===== src/rtl/vf_pkg.sv =====
package vf_pkg;
  localparam int unsigned VF_ADDR_W      = 32;
  localparam int unsigned VF_NUM_W       = 9;
  localparam int unsigned VF_ALIGN_W     = 7;
  localparam int unsigned VF_ENTRY_SHIFT = 2;

  typedef enum logic [2:0] {
    ST_BOOT    = 3'd0,
    ST_SP_WAIT = 3'd1,
    ST_PC_REQ  = 3'd2,
    ST_PC_WAIT = 3'd3,
    ST_READY   = 3'd4,
    ST_EX_WAIT = 3'd5
  } vf_state_e;
endpackage


===== src/rtl/vf_base_reg.sv =====
module vf_base_reg #(
  parameter int unsigned AW      = 32,
  parameter int unsigned ALIGN_W = 7
) (
  input  logic          clk_i,
  input  logic          rst_ni,
  input  logic          we_i,
  input  logic [AW-1:0] wdata_i,
  output logic [AW-1:0] base_o
);
  localparam int unsigned HI_W = AW - ALIGN_W;

  logic [HI_W-1:0] hi_q;
  logic            unused_low;

  assign unused_low = ^wdata_i[ALIGN_W-1:0];

  always_ff @(posedge clk_i or negedge rst_ni) begin
    if (!rst_ni)   hi_q <= '0;
    else if (we_i) hi_q <= wdata_i[AW-1:ALIGN_W];
  end

  // alignment held by storage width, not by a mask on read
  assign base_o = {hi_q, {ALIGN_W{1'b0}}};
endmodule


===== src/rtl/vf_addr_gen.sv =====
module vf_addr_gen #(
  parameter int unsigned AW          = 32,
  parameter int unsigned NUM_W       = 9,
  parameter int unsigned ENTRY_SHIFT = 2
) (
  input  logic [AW-1:0]    base_i,
  input  logic [NUM_W-1:0] idx_i,
  output logic [AW-1:0]    addr_o
);
  logic [AW-1:0] offset;

  assign offset = AW'(idx_i) << ENTRY_SHIFT;
  assign addr_o = base_i + offset;  // wraps modulo 2^AW
endmodule


===== src/rtl/vf_seq.sv =====
module vf_seq
  import vf_pkg::*;
#(
  parameter int unsigned AW    = 32,
  parameter int unsigned NUM_W = 9
) (
  input  logic             clk_i,
  input  logic             rst_ni,
  input  logic             exc_req_i,
  input  logic [NUM_W-1:0] exc_num_i,
  input  logic [AW-1:0]    fetch_addr_i,
  output logic [NUM_W-1:0] idx_o,
  input  logic             rvalid_i,
  input  logic [AW-1:0]    rdata_i,
  output logic             mem_req_o,
  output logic [AW-1:0]    mem_addr_o,
  output logic             sp_load_o,
  output logic [AW-1:0]    sp_o,
  output logic             pc_load_o,
  output logic [AW-1:0]    pc_o,
  output logic             pc_mode_o,
  output logic             done_o,
  output logic             rdy_o
);
  vf_state_e     state_q, state_d;
  logic          launch, sp_hit, pc_hit, ex_hit;
  logic          req_q, sp_load_q, pc_load_q, mode_q, done_q;
  logic [AW-1:0] addr_q, sp_q, pc_q;

  always_comb begin
    idx_o = exc_num_i;
    case (state_q)
      ST_BOOT:   idx_o = '0;
      ST_PC_REQ: idx_o = NUM_W'(1);
      default:   ;
    endcase
  end

  assign launch = (state_q == ST_BOOT) || (state_q == ST_PC_REQ) ||
                  ((state_q == ST_READY) && exc_req_i);
  assign sp_hit = rvalid_i && (state_q == ST_SP_WAIT);
  assign ex_hit = rvalid_i && (state_q == ST_EX_WAIT);
  assign pc_hit = ex_hit || (rvalid_i && (state_q == ST_PC_WAIT));

  always_comb begin
    state_d = state_q;
    case (state_q)
      ST_BOOT:    state_d = ST_SP_WAIT;
      ST_SP_WAIT: if (rvalid_i) state_d = ST_PC_REQ;
      ST_PC_REQ:  state_d = ST_PC_WAIT;
      ST_PC_WAIT: if (rvalid_i) state_d = ST_READY;
      ST_READY:   if (exc_req_i) state_d = ST_EX_WAIT;
      ST_EX_WAIT: if (rvalid_i) state_d = ST_READY;
      default:    state_d = ST_BOOT;
    endcase
  end

  always_ff @(posedge clk_i or negedge rst_ni) begin
    if (!rst_ni) begin
      state_q   <= ST_BOOT;
      req_q     <= 1'b0;
      addr_q    <= '0;
      sp_load_q <= 1'b0;
      sp_q      <= '0;
      pc_load_q <= 1'b0;
      pc_q      <= '0;
      mode_q    <= 1'b0;
      done_q    <= 1'b0;
    end else begin
      state_q   <= state_d;
      req_q     <= launch;
      sp_load_q <= sp_hit;
      pc_load_q <= pc_hit;
      done_q    <= ex_hit;
      // address frozen at launch: later base writes cannot move it
      if (launch) addr_q <= fetch_addr_i;
      if (sp_hit) sp_q <= rdata_i;
      if (pc_hit) begin
        pc_q   <= {rdata_i[AW-1:1], 1'b0};
        mode_q <= rdata_i[0];
      end
    end
  end

  assign mem_req_o  = req_q;
  assign mem_addr_o = addr_q;
  assign sp_load_o  = sp_load_q;
  assign sp_o       = sp_q;
  assign pc_load_o  = pc_load_q;
  assign pc_o       = pc_q;
  assign pc_mode_o  = mode_q;
  assign done_o     = done_q;
  assign rdy_o      = (state_q == ST_READY);
endmodule


===== src/rtl/vec_fetch.sv =====
module vec_fetch
  import vf_pkg::*;
#(
  parameter int unsigned AW          = VF_ADDR_W,
  parameter int unsigned NUM_W       = VF_NUM_W,
  parameter int unsigned ALIGN_W     = VF_ALIGN_W,
  parameter int unsigned ENTRY_SHIFT = VF_ENTRY_SHIFT
) (
  input  logic             clk_i,
  input  logic             rst_ni,
  input  logic             exc_req_i,
  input  logic [NUM_W-1:0] exc_num_i,
  output logic             exc_rdy_o,
  output logic             mem_req_o,
  output logic [AW-1:0]    mem_addr_o,
  input  logic             mem_rvalid_i,
  input  logic [AW-1:0]    mem_rdata_i,
  input  logic             base_we_i,
  input  logic [AW-1:0]    base_wdata_i,
  output logic [AW-1:0]    base_o,
  output logic             sp_load_o,
  output logic [AW-1:0]    sp_o,
  output logic             pc_load_o,
  output logic [AW-1:0]    pc_o,
  output logic             pc_mode_o,
  output logic             done_o
);
  logic [NUM_W-1:0] idx;
  logic [AW-1:0]    fetch_addr;

  vf_base_reg #(.AW(AW), .ALIGN_W(ALIGN_W)) u_base (
    .clk_i   (clk_i),
    .rst_ni  (rst_ni),
    .we_i    (base_we_i),
    .wdata_i (base_wdata_i),
    .base_o  (base_o)
  );

  vf_addr_gen #(.AW(AW), .NUM_W(NUM_W), .ENTRY_SHIFT(ENTRY_SHIFT)) u_addr (
    .base_i (base_o),
    .idx_i  (idx),
    .addr_o (fetch_addr)
  );

  vf_seq #(.AW(AW), .NUM_W(NUM_W)) u_seq (
    .clk_i        (clk_i),
    .rst_ni       (rst_ni),
    .exc_req_i    (exc_req_i),
    .exc_num_i    (exc_num_i),
    .fetch_addr_i (fetch_addr),
    .idx_o        (idx),
    .rvalid_i     (mem_rvalid_i),
    .rdata_i      (mem_rdata_i),
    .mem_req_o    (mem_req_o),
    .mem_addr_o   (mem_addr_o),
    .sp_load_o    (sp_load_o),
    .sp_o         (sp_o),
    .pc_load_o    (pc_load_o),
    .pc_o         (pc_o),
    .pc_mode_o    (pc_mode_o),
    .done_o       (done_o),
    .rdy_o        (exc_rdy_o)
  );
endmodule


===== config.mk =====
export PLATFORM = sky130hd
export DESIGN_NAME = vec_fetch
export DESIGN_NICKNAME = d
export VERILOG_FILES = /design/src/rtl/vf_pkg.sv /design/src/rtl/vf_base_reg.sv /design/src/rtl/vf_addr_gen.sv /design/src/rtl/vf_seq.sv /design/src/rtl/vec_fetch.sv
export SDC_FILE = /design/constraint.sdc
export NUM_CORES = 1
export LEC_CHECK = 0
export BUFFER_PORTS_ARGS = -buffer_cell sky130_fd_sc_hd__buf_2
export CAP_MARGIN = 0
export CORE_MARGIN = 2
export CORE_UTILIZATION = 25
export DETAILED_ROUTE_END_ITERATION = 8
export GPL_TIMING_DRIVEN = 0
export HOLD_SLACK_MARGIN = 0.12
export MAX_ROUTING_LAYER = met4
export PLACE_DENSITY = 0.46
export SLEW_MARGIN = 25
export SYNTH_ARGS = -nofsm -noshare
export SYNTH_HDL_FRONTEND = slang
export SYNTH_SLANG_ARGS = --single-unit

===== constraint.sdc =====
create_clock -name clk_i -period 2.74 [get_ports clk_i]
set_input_delay 0.548 -clock clk_i [delete_from_list [all_inputs] [get_ports clk_i]]
set_output_delay 0.548 -clock clk_i [all_outputs]
set_load 0.01 [all_outputs]

Word-level counts from Yosys, hierarchy flattened --
Index checks and enable logic that the tools add are counted.
Cells by class: add/subtract/negate cells 1, multiply operators 0, divide/modulo/power cells 0, order comparisons 0, eq/ne operators 8, shifts and indexed selects 0, muxes and demuxes 5, bitwise logic cells 0, reductions and logical operators 10
Operators by type and width (number):
- 32-bit by 11-bit adder with 32-bit output | 1
- 9-bit one-hot mux with 2 select lines | 1
- 3-bit one-hot mux with 5 select lines | 1
- 3-bit two-way mux | 3
- 3-bit by 2-bit equality test with 1-bit output, second input constant | 2
- 3-bit equality test, second input constant | 2
- 1-bit logical AND | 4
- 2-bit != test, second input constant | 2
- 3-bit by 1-bit equality test with 1-bit output, second input constant | 1
- 3-bit zero test | 1
- 1-bit logical OR | 3
- 3-bit AND reduction | 1
- 2-bit by 1-bit != test with 1-bit output, second input constant | 1
- 2-bit OR reduction | 1
Word-level totals: bits in registers 128, latch bits 0, bits in writable memories 0, bits in read-only memories 0, output and inout bits 134, logic and storage cells 34, memories kept 0

Depth between registers and ports, before layout --
Gate-level depths: netlist (run 1).
depth in word-level cells 4, gate-level depth with buffers 10, gate-level depth less buffers 8

Cells and area by module --
Synthesis (run 1) repeated with hierarchy kept, for this count alone.
Second synthesis, totals: cells, all modules 432, area total of the unflattened synthesis 6077.1 um2
By module, submodules not included:
- vf_seq | times used 1, cells each 236, area each 4005.1 um2, seq. area each 2577.5 um2
- vf_base_reg | times used 1, cells each 61, area each 1089.8 um2, seq. area each 625.6 um2
- vf_addr_gen | times used 1, cells each 135, area each 982.2 um2, seq. area each 0.0 um2

Least setup slack after synthesis (run 1) --
Ideal clock, no wire load.
path type register to register, start register u_seq.state_q[0], end register u_seq.addr_q[22], in the netlist u_seq.mem_addr_o[22], library setup time 0.082 ns, data arrival time 2.370 ns, data required time 2.658 ns, slack 0.288 ns, stages on the path, launching flop included 11, path buffers 3, clock period less this slack 2.452 ns, cells stage by stage dfrtp_1 > clkbuf_1 > nor2_1 > nor2b_1 > ha_1 > a211o_1 > a21oi_1 > clkbuf_1 > clkbuf_1 > o21ai_0 > a31oi_1
Between the ends: longest elaborated chain between the ends 3, elaborated cells on any way between the ends 8, classes of those cells add/sub: 1; eq/ne: 2; mux: 1; reduce/logical: 4
RTL lines:
- start: declaration | RTL line vf_seq.sv:25 | vf_state_e state_q, state_d;
- start signal: assignment | RTL line vf_seq.sv:70 | state_q <= state_d;
- 3-bit by 2-bit equality test with 1-bit output, or another cell as far along | RTL line vf_seq.sv:32, vf_seq.sv:39
- 9-bit one-hot mux with 2 select lines, or another cell as far along | RTL line vf_seq.sv:32 | case (state_q)
- 32-bit by 11-bit adder with 32-bit output or 1-bit logical OR (tied branches) | RTL line vf_addr_gen.sv:13, vf_seq.sv:39
- end signal: assignment | RTL line vf_seq.sv:76 | if (launch) addr_q <= fetch_addr_i;
- end: declaration | RTL line vf_seq.sv:28 | logic [AW-1:0] addr_q, sp_q, pc_q;
Several ways; a longest one is shown, not always the timed one. A chain may end at the register's enable or synchronous reset.

Worst setup path in the final report (run 1) --
start register u_seq.state_q[0], end register u_seq.addr_q[23], in the netlist u_seq.mem_addr_o[23]
The elaborated chain is that of the path after synthesis.

==> run metrics, run 1 <==
DRC violations left=0; std cell rows=53; TritonCTS Buffers=17; clk_lat worst skew=0.42 ns; largest area contributor in the netlist=dfrtp_1; DR iter-0 viols=174; Slew Viols, Final=0; initial antenna violation count=0; vias in the first global route=4211; Clk pin slew, worst setup/hold paths=0.06 ns; Yosys Warn Count=0; Max Cap Violations=0; Layout fillers=2176; Port-buffer cells=193; PD cells=767 nW/um^2; Antenna Nets Post-Route=0; main flop type after synthesis=dfrtp_1; Routed WL per cell=16.4 um; Area contributors post-synth=dfrtp_1 58%, mux2_2 18%, or4_1 2.1%, nand2_1 1.9%, a31oi_1 1.9%; CTS tree=yes; Initial Util=25.6%; largest net degree at the start of global routing=just over 90; Max IR drop VDD=0.000370 V; Fin Setup TNS=0 ns; CP Capture Type=register; maximum clock rate=about 390 MHz; worst min-delay path class=in2reg; Post-DP HPWL=11.6 mm; CTS Buffer Depth=2; Synth top area share=58.3%; Die Span Y=151 um; fin area=7410 sq um; final setup fails=0; post-synthesis sequential area ratio=58.3%; CP max stage cell=dfrtp_2; CP max stage delay=0.51 ns; register bit total from synthesis=126; DP Worst Slack=-0.685 ns; Max-slew headroom=57.7%; Worst-Margin Slew=0.635 ns; die area=22800 sq um; Placer Congestion=0.814; Critical Path RT=3.07 ns; Antenna diodes=0; RSZ-0062 raised after global routing=no; CP bufs+invs=1; placed insts=906; Post-synth EDFFs=0; CTS sink cnt=126; H-tree level count=4; CTS root buf=clkbuf_16; Crit path max-delay family=simple AND/OR/NAND/NOR gates; Post-DP Area=6790 sq um; min Tclk post-route=about 2.6 ns; Avg Cell Area, Syn=12.6 sq um; Final Cycle Share=93.6%; gr usage total=about 14%; Setup crit start kind=register; Leak=3.55 nW; GRT overflow=0; io pins=212; routed vias/inst=4.52; Syn Inst Count=428; Synth cell types=40; Nets=732; Pre-Repair DR Iteration Count=4; Post-Layout Cell Count=937; final hold vios=0; first-pass GRT wire length=23.5 mm; post-synthesis cell area=roughly 5400 sq um; clock skew=0.0104 ns; fin util=approximately a third; final wirelength=15.4 mm; Max FO, Critical Path=12; Setup CP Type=reg2reg; Setup WS post-layout=0.177 ns; die span in x=151 um; layout cells sized above 1=a little over 50%; run status=completed; asr flop ratio synth=100%; cells along the critical path=nor2_4 > nor2b_1 > ha_1 > fa_1 > nand3_1 > and2_2 > buf_6 > or4_1 > a31oi_1; CP arrival=2.90 ns; Core ar.=roughly 21000 sq um; area growth from synthesis to layout=37.0%; via count=4239
## final cells by class
| class | count | area, sq um | share of cell area, % |
|---|---|---|---|
| repair buffers | 195 | 1010 | 13.7 |
| clock inverters | 14 | 155 | 2.09 |
| plain buffers | 30 | 186 | 2.52 |
| inverters | 5 | 18.8 | 0.253 |
| multi-input cells | 274 | 2090 | 28.3 |
| flip-flops and latches | 126 | 3160 | 42.6 |
| well taps | 275 | 344 | 4.65 |
| clock buffers | 18 | 439 | 5.93 |
## worst paths after layout
| check | from | depth (start not counted) | slack, ns | to |
|---|---|---|---|---|
| hold / removal | base_wdata_i[31] | 3 | 0.36 | u_base.hi_q[24]$_DFFE_PN0P_ |
| setup reg to reg | u_seq.state_q[0]$_DFFE_PN0P_ | 9 | 0.18 | u_seq.mem_addr_o[23]$_DFFE_PN0P_ |
| setup / recovery | u_seq.state_q[0]$_DFFE_PN0P_ | 9 | 0.18 | u_seq.mem_addr_o[23]$_DFFE_PN0P_ |
| max in group asynchronous | rst_ni | 3 | 1.31 | u_seq.state_q[2]$_DFFE_PN0P_ |
| min in group asynchronous | rst_ni | 2 | 0.62 | u_base.hi_q[10]$_DFFE_PN0P_ |
| hold reg to reg | u_seq.mem_addr_o[11]$_DFFE_PN0P_ | 2 | 0.47 | u_seq.mem_addr_o[11]$_DFFE_PN0P_ |
## cell families after synthesis
kind of cell / after synthesis / synth area share, %
DFF: 126 / 58.3
and+or+nand+nor: 103 / 9.89
muxes: 85 / 17.7
AOI/OAI and AO/OA: 65 / 7.87
buffers and inverters: 37 / 3.84
xor gates and xnor gates: 6 / 0.972
adders and majority gates: 5 / 1.30
other: 1 / 0.0694
## flip-flops by register name (all words and copies together), names as in the netlist, 3 cells and up
register          cells
u_seq.pc_o           31
u_seq.mem_addr_o     30
u_seq.state_q         3
u_seq.sp_o           32
u_base.hi_q          25
## metal layers
layer | vias to the layer above | share of wire, % | global-route usage, % | wire [um]
met5 | - | 0 | - | 0
met2 | 122 | 51 | 22.1 | 7890
met4 | 0 | 1.6 | 4.77 | 246
met1 | 2118 | 42 | 17.4 | 6490
li1 | 1983 | - | - | -
met3 | 16 | 4.8 | 3.55 | 731
## cell usage after synthesis (2+ instances only)
library cell	number
mux2_2	85
nand3_1	11
o211ai_1	2
a21o_1	2
xnor2_1	4
or3_1	3
nand2_1	28
a21oi_1	6
nor2_1	22
a31oi_1	16
o31ai_1	12
nand2b_1	4
nand4_1	5
or4_1	15
xor2_1	2
a22o_1	8
and4_1	2
buf_2	2
buf_6	2
ha_1	4
inv_1	4
dfrtp_1	126
o21ai_0	16
buf_4	11
clkbuf_1	16
and3_1	2
nor2b_1	5
## metrics by stage
stage	hold slack, ns	total power, mW
after CTS	0.341	5.77
after global placement	0.465	3.43
after global routing	0.340	6.00
after floorplan	0.252	2.90
after detailed placement	0.442	3.46
final	0.356	5.68
## timing repair
item	in CTS	in global routing
setup buffers	0	0
resized for setup	6	5
hold endpoints to repair	35	0
hold buffers	1	0
setup endpoints to repair	18	11
## cell usage in the layout, fill, tap and decap left out, types with 5 or more instances in the layout
master,count
a21oi_1,5
a22o_1,8
a31oi_1,16
buf_2,195
buf_4,11
clkbuf_1,12
clkbuf_16,17
clkinvlp_4,5
conb_1,10
dfrtp_1,124
inv_6,5
mux2_2,85
nand2_1,28
nand3_1,11
nand4_1,5
nor2_1,21
nor2b_1,5
o21ai_0,16
o31ai_1,12
or4_1,15
## worst register-to-register path, delay by kind of cell, from the launching register on
kind,cells,cell delay (ns)
and+or+nand+nor,5,1.16
DFF,1,0.51
adders and majority gates,2,0.47
AOI/OAI and AO/OA,1,0.18
buffers and inverters,1,0.17
## report_power, final
part / leakage [nW] / internal, mW / switching (mW)
clock network: 0.276 / 1.38 / 0.886
registers: 1.54 / 2.14 / 0.199
logic: 1.73 / 0.498 / 0.581
total: 3.55 / 4.01 / 1.67
Note: power is estimated with default switching activity, not from simulation.
==> run 2: changes to the inputs <==
==> constraint.sdc (replaced) <==
create_clock -name clk_i -period 3.2 [get_ports clk_i]
set_input_delay 0.64 -clock clk_i [delete_from_list [all_inputs] [get_ports clk_i]]
set_output_delay 0.64 -clock clk_i [all_outputs]
set_load 0.01 [all_outputs]
==> run 2 against run 1 <==
- critical path depth did not move
- utilization fell by 0.089 points
- clock skew barely moved
- fmax fell by 10%
- non-clock buffer count did not move
- global-route usage barely moved
- cell area fell by 0.25%
- flip-flop and latch count did not move
- register-to-register slack improved by 0.17 ns
- power fell by 14%
- worst hold slack improved by 0.095 ns
- largest power group unchanged
==> run metrics, run 2 (same netlist as run 1, synthesis figures left out) <==
run status=completed; clock skew=0.0104 ns (+0.0000492 ns); Nets=732 (unchanged); vias in the first global route=4232 (+0.50%); P_sw=1.42 mW (-15%); clock share of power=39.9% (about the same); Int Pwr=3.43 mW (-14%); TritonCTS Buffers=17 (unchanged); Port-buffer cells=193 (unchanged); Critical Path RT=3.52 ns (+0.45 ns); Critical Path Source=u_seq.state_q[0]$_DFFE_PN0P_; area growth from synthesis to layout=36.7%; M3 GR Usage=3.55% (unchanged); final hold vios=0 (unchanged); area of the multi-input gates=2080 sq um (-0.66%); via count=4224 (-0.35%); CTS sink cnt=126 (unchanged); initial antenna violation count=0 (unchanged); CTS tree=yes; die span in x=151 um (unchanged); CTS root buf=clkbuf_16; switching part of the total power=29.3% (-0.037 points); first-pass GRT wire length=23.6 mm (+0.29%); most frequent cells in the layout=194 x buf_2, 126 x dfrtp_1, 85 x mux2_2, 28 x nand2_1, 21 x nor2_1; hold wc startpoint=base_wdata_i[31]; Antenna diodes=0 (unchanged); Leak=3.55 nW (about the same); Placer Congestion=0.814 (unchanged); sequential cell area=3150 sq um (about the same); routed vias/inst=4.51 (-0.35%); largest net degree at the start of global routing=92 (unchanged); reg2reg setup slack=0.35 ns (+0.17 ns); layout cells sized above 1=50.2% (-0.60 points); Layout fillers=2174 (-0.092%); std cell rows=53 (unchanged); Max IR drop VDD=0.000316 V (-15%); overall power=4.86 mW (-14%); Gate power share=19.0% (about the same); Antenna Nets Post-Route=0 (unchanged); Initial Util=25.6% (unchanged); CTS Buffer Depth=2 (unchanged); Final Cycle Share=89.0% (-4.5 points); RSZ-0062 raised after global routing=no; final wirelength=15.3 mm (-0.53%); io pins=212 (unchanged); # Post-CTS Setup Buffers=0 (unchanged); Die Span Y=151 um (unchanged); H-tree level count=4 (unchanged); Setup crit start kind=register; global routing's busiest layer=met2; Worst-Margin Slew=0.900 ns (+0.265 ns); Max Cap Violations=0 (unchanged); final setup fails=0 (unchanged); min Tclk post-route=2.85 ns (+0.286 ns); Max FO, Critical Path=12 (unchanged); fin util=35.0% (-0.089 points); Post-DP HPWL=11.6 mm (unchanged); DR iter-0 viols=194 (+11%); Max-slew headroom=39.6% (-18 points); GRT overflow=0 (unchanged); PD cells=657 nW/um^2 (-14%); Core ar.=21100 sq um (unchanged); die area=22800 sq um (unchanged); maximum clock rate=351 MHz (-10%); gr usage total=14.0% (+0.033 points); worst min-delay path class=in2reg; CP arrival=3.17 ns (+0.27 ns); Pre-Repair DR Iteration Count=4 (unchanged); Worst R2R Start=u_seq.state_q[0]$_DFFE_PN0P_; max reg flops=32 (unchanged); most common cell after layout, fill and taps aside=buf_2; DRC violations left=0 (unchanged); met2 usage=22.2% (+0.045 points); Slew Viols, Final=0 (unchanged); Routed WL per cell=16.3 um (-0.53%); Clk pin slew, worst setup/hold paths=0.06 ns (about the same); met1 Use GR=17.4% (+0.057 points); CP Capture Type=register; Sequential Power Share=41.2% (about the same); clk_lat worst skew=0.42 ns (about the same); Setup CP Type=reg2reg
-- run 2: cell types whose count changed in the layout (fill, tap and decap cells not counted) --
| cell | previous run | this run |
|---|---|---|
| clkbuf_4 | 1 | 0 |
| nor2_4 | 1 | 0 |
| dfrtp_1 | 124 | 126 |
| a21oi_2 | 1 | 0 |
| buf_2 | 195 | 194 |
| nor3_2 | 1 | 0 |
| clkbuf_2 | 0 | 2 |
| nor3_1 | 0 | 1 |
| dfrtp_2 | 2 | 0 |
| a21oi_1 | 5 | 6 |
| nor2_2 | 0 | 1 |
-- run 2: metal layers --
metal / vias up / routed length [um] / share of wire (%)
li1: 1983 / - / -
met1: 2106 / 6420 / 42
met2: 121 / 7880 / 52
met3: 14 / 735 / 4.8
met4: 0 / 238 / 1.6
met5: - / 0 / 0
-- run 2: path summary, 6_finish.rpt --
path,cells after the start,to
setup / recovery,9,u_seq.mem_addr_o[14]$_DFFE_PN0P_
hold / removal,3,u_base.hi_q[24]$_DFFE_PN0P_
setup reg to reg,9,u_seq.mem_addr_o[14]$_DFFE_PN0P_
hold reg to reg,2,u_seq.mem_addr_o[11]$_DFFE_PN0P_
max in group asynchronous,3,u_seq.pc_o[30]$_DFFE_PN0P_
min in group asynchronous,2,u_base.hi_q[11]$_DFFE_PN0P_
-- run 2: stage by stage --
stage	std cells	hold slack, ns	instance area, sq um	TNS [ns]	setup WS (ns)
4_1_cts	939	0.433	7390	0	0.0833
2_1_floorplan	437	0.344	5440	0	0.748
3_5_place_dp	906	0.466	6790	-1.93	-0.225
5_1_grt	937	0.432	7390	0	0.0512
6_report	937	0.451	7390	0	0.351
3_3_place_gp	905	0.465	6750	-25.70	-0.225
-- run 2: area by class of cell --
| cell class | count | area share, % |
|---|---|---|
| Clock inverter | 14 | 2.10 |
| Multi-Input combinational cell | 274 | 28.2 |
| Inverter | 5 | 0.254 |
| Sequential cell | 126 | 42.7 |
| Clock buffer | 18 | 5.95 |
| Buffer | 30 | 2.49 |
| Tap cell | 275 | 4.66 |
| Timing Repair Buffer | 195 | 13.7 |
-- run 2: power by group through the flow --
stage / Clock [mW] / Combinational, mW / Sequential, mW
floorplan: 0 / 0.372 / 2.11
global placement: 0 / 0.921 / 2.02
detailed placement: 0 / 0.940 / 2.02
CTS: 2.00 / 0.945 / 2.00
global route: 2.09 / 1.01 / 2.04
finish: 1.94 / 0.921 / 2.00
-- run 2: critical path, cell delays in order, from the launching register on --
cell	delay, ns
dfrtp_1	0.52
nor2_2	0.31
nor2b_1	0.13
ha_1	0.31
a211o_1	0.26
a21oi_1	0.31
clkbuf_2	0.31
clkbuf_2	0.30
o21ai_0	0.13
a31oi_1	0.17
-- run 2: timing repair --
item,CTS,global route
hold buffers,1,0
gates resized for setup,2,1
setup endpoints to repair,10,10
hold endpoints to repair,35,0
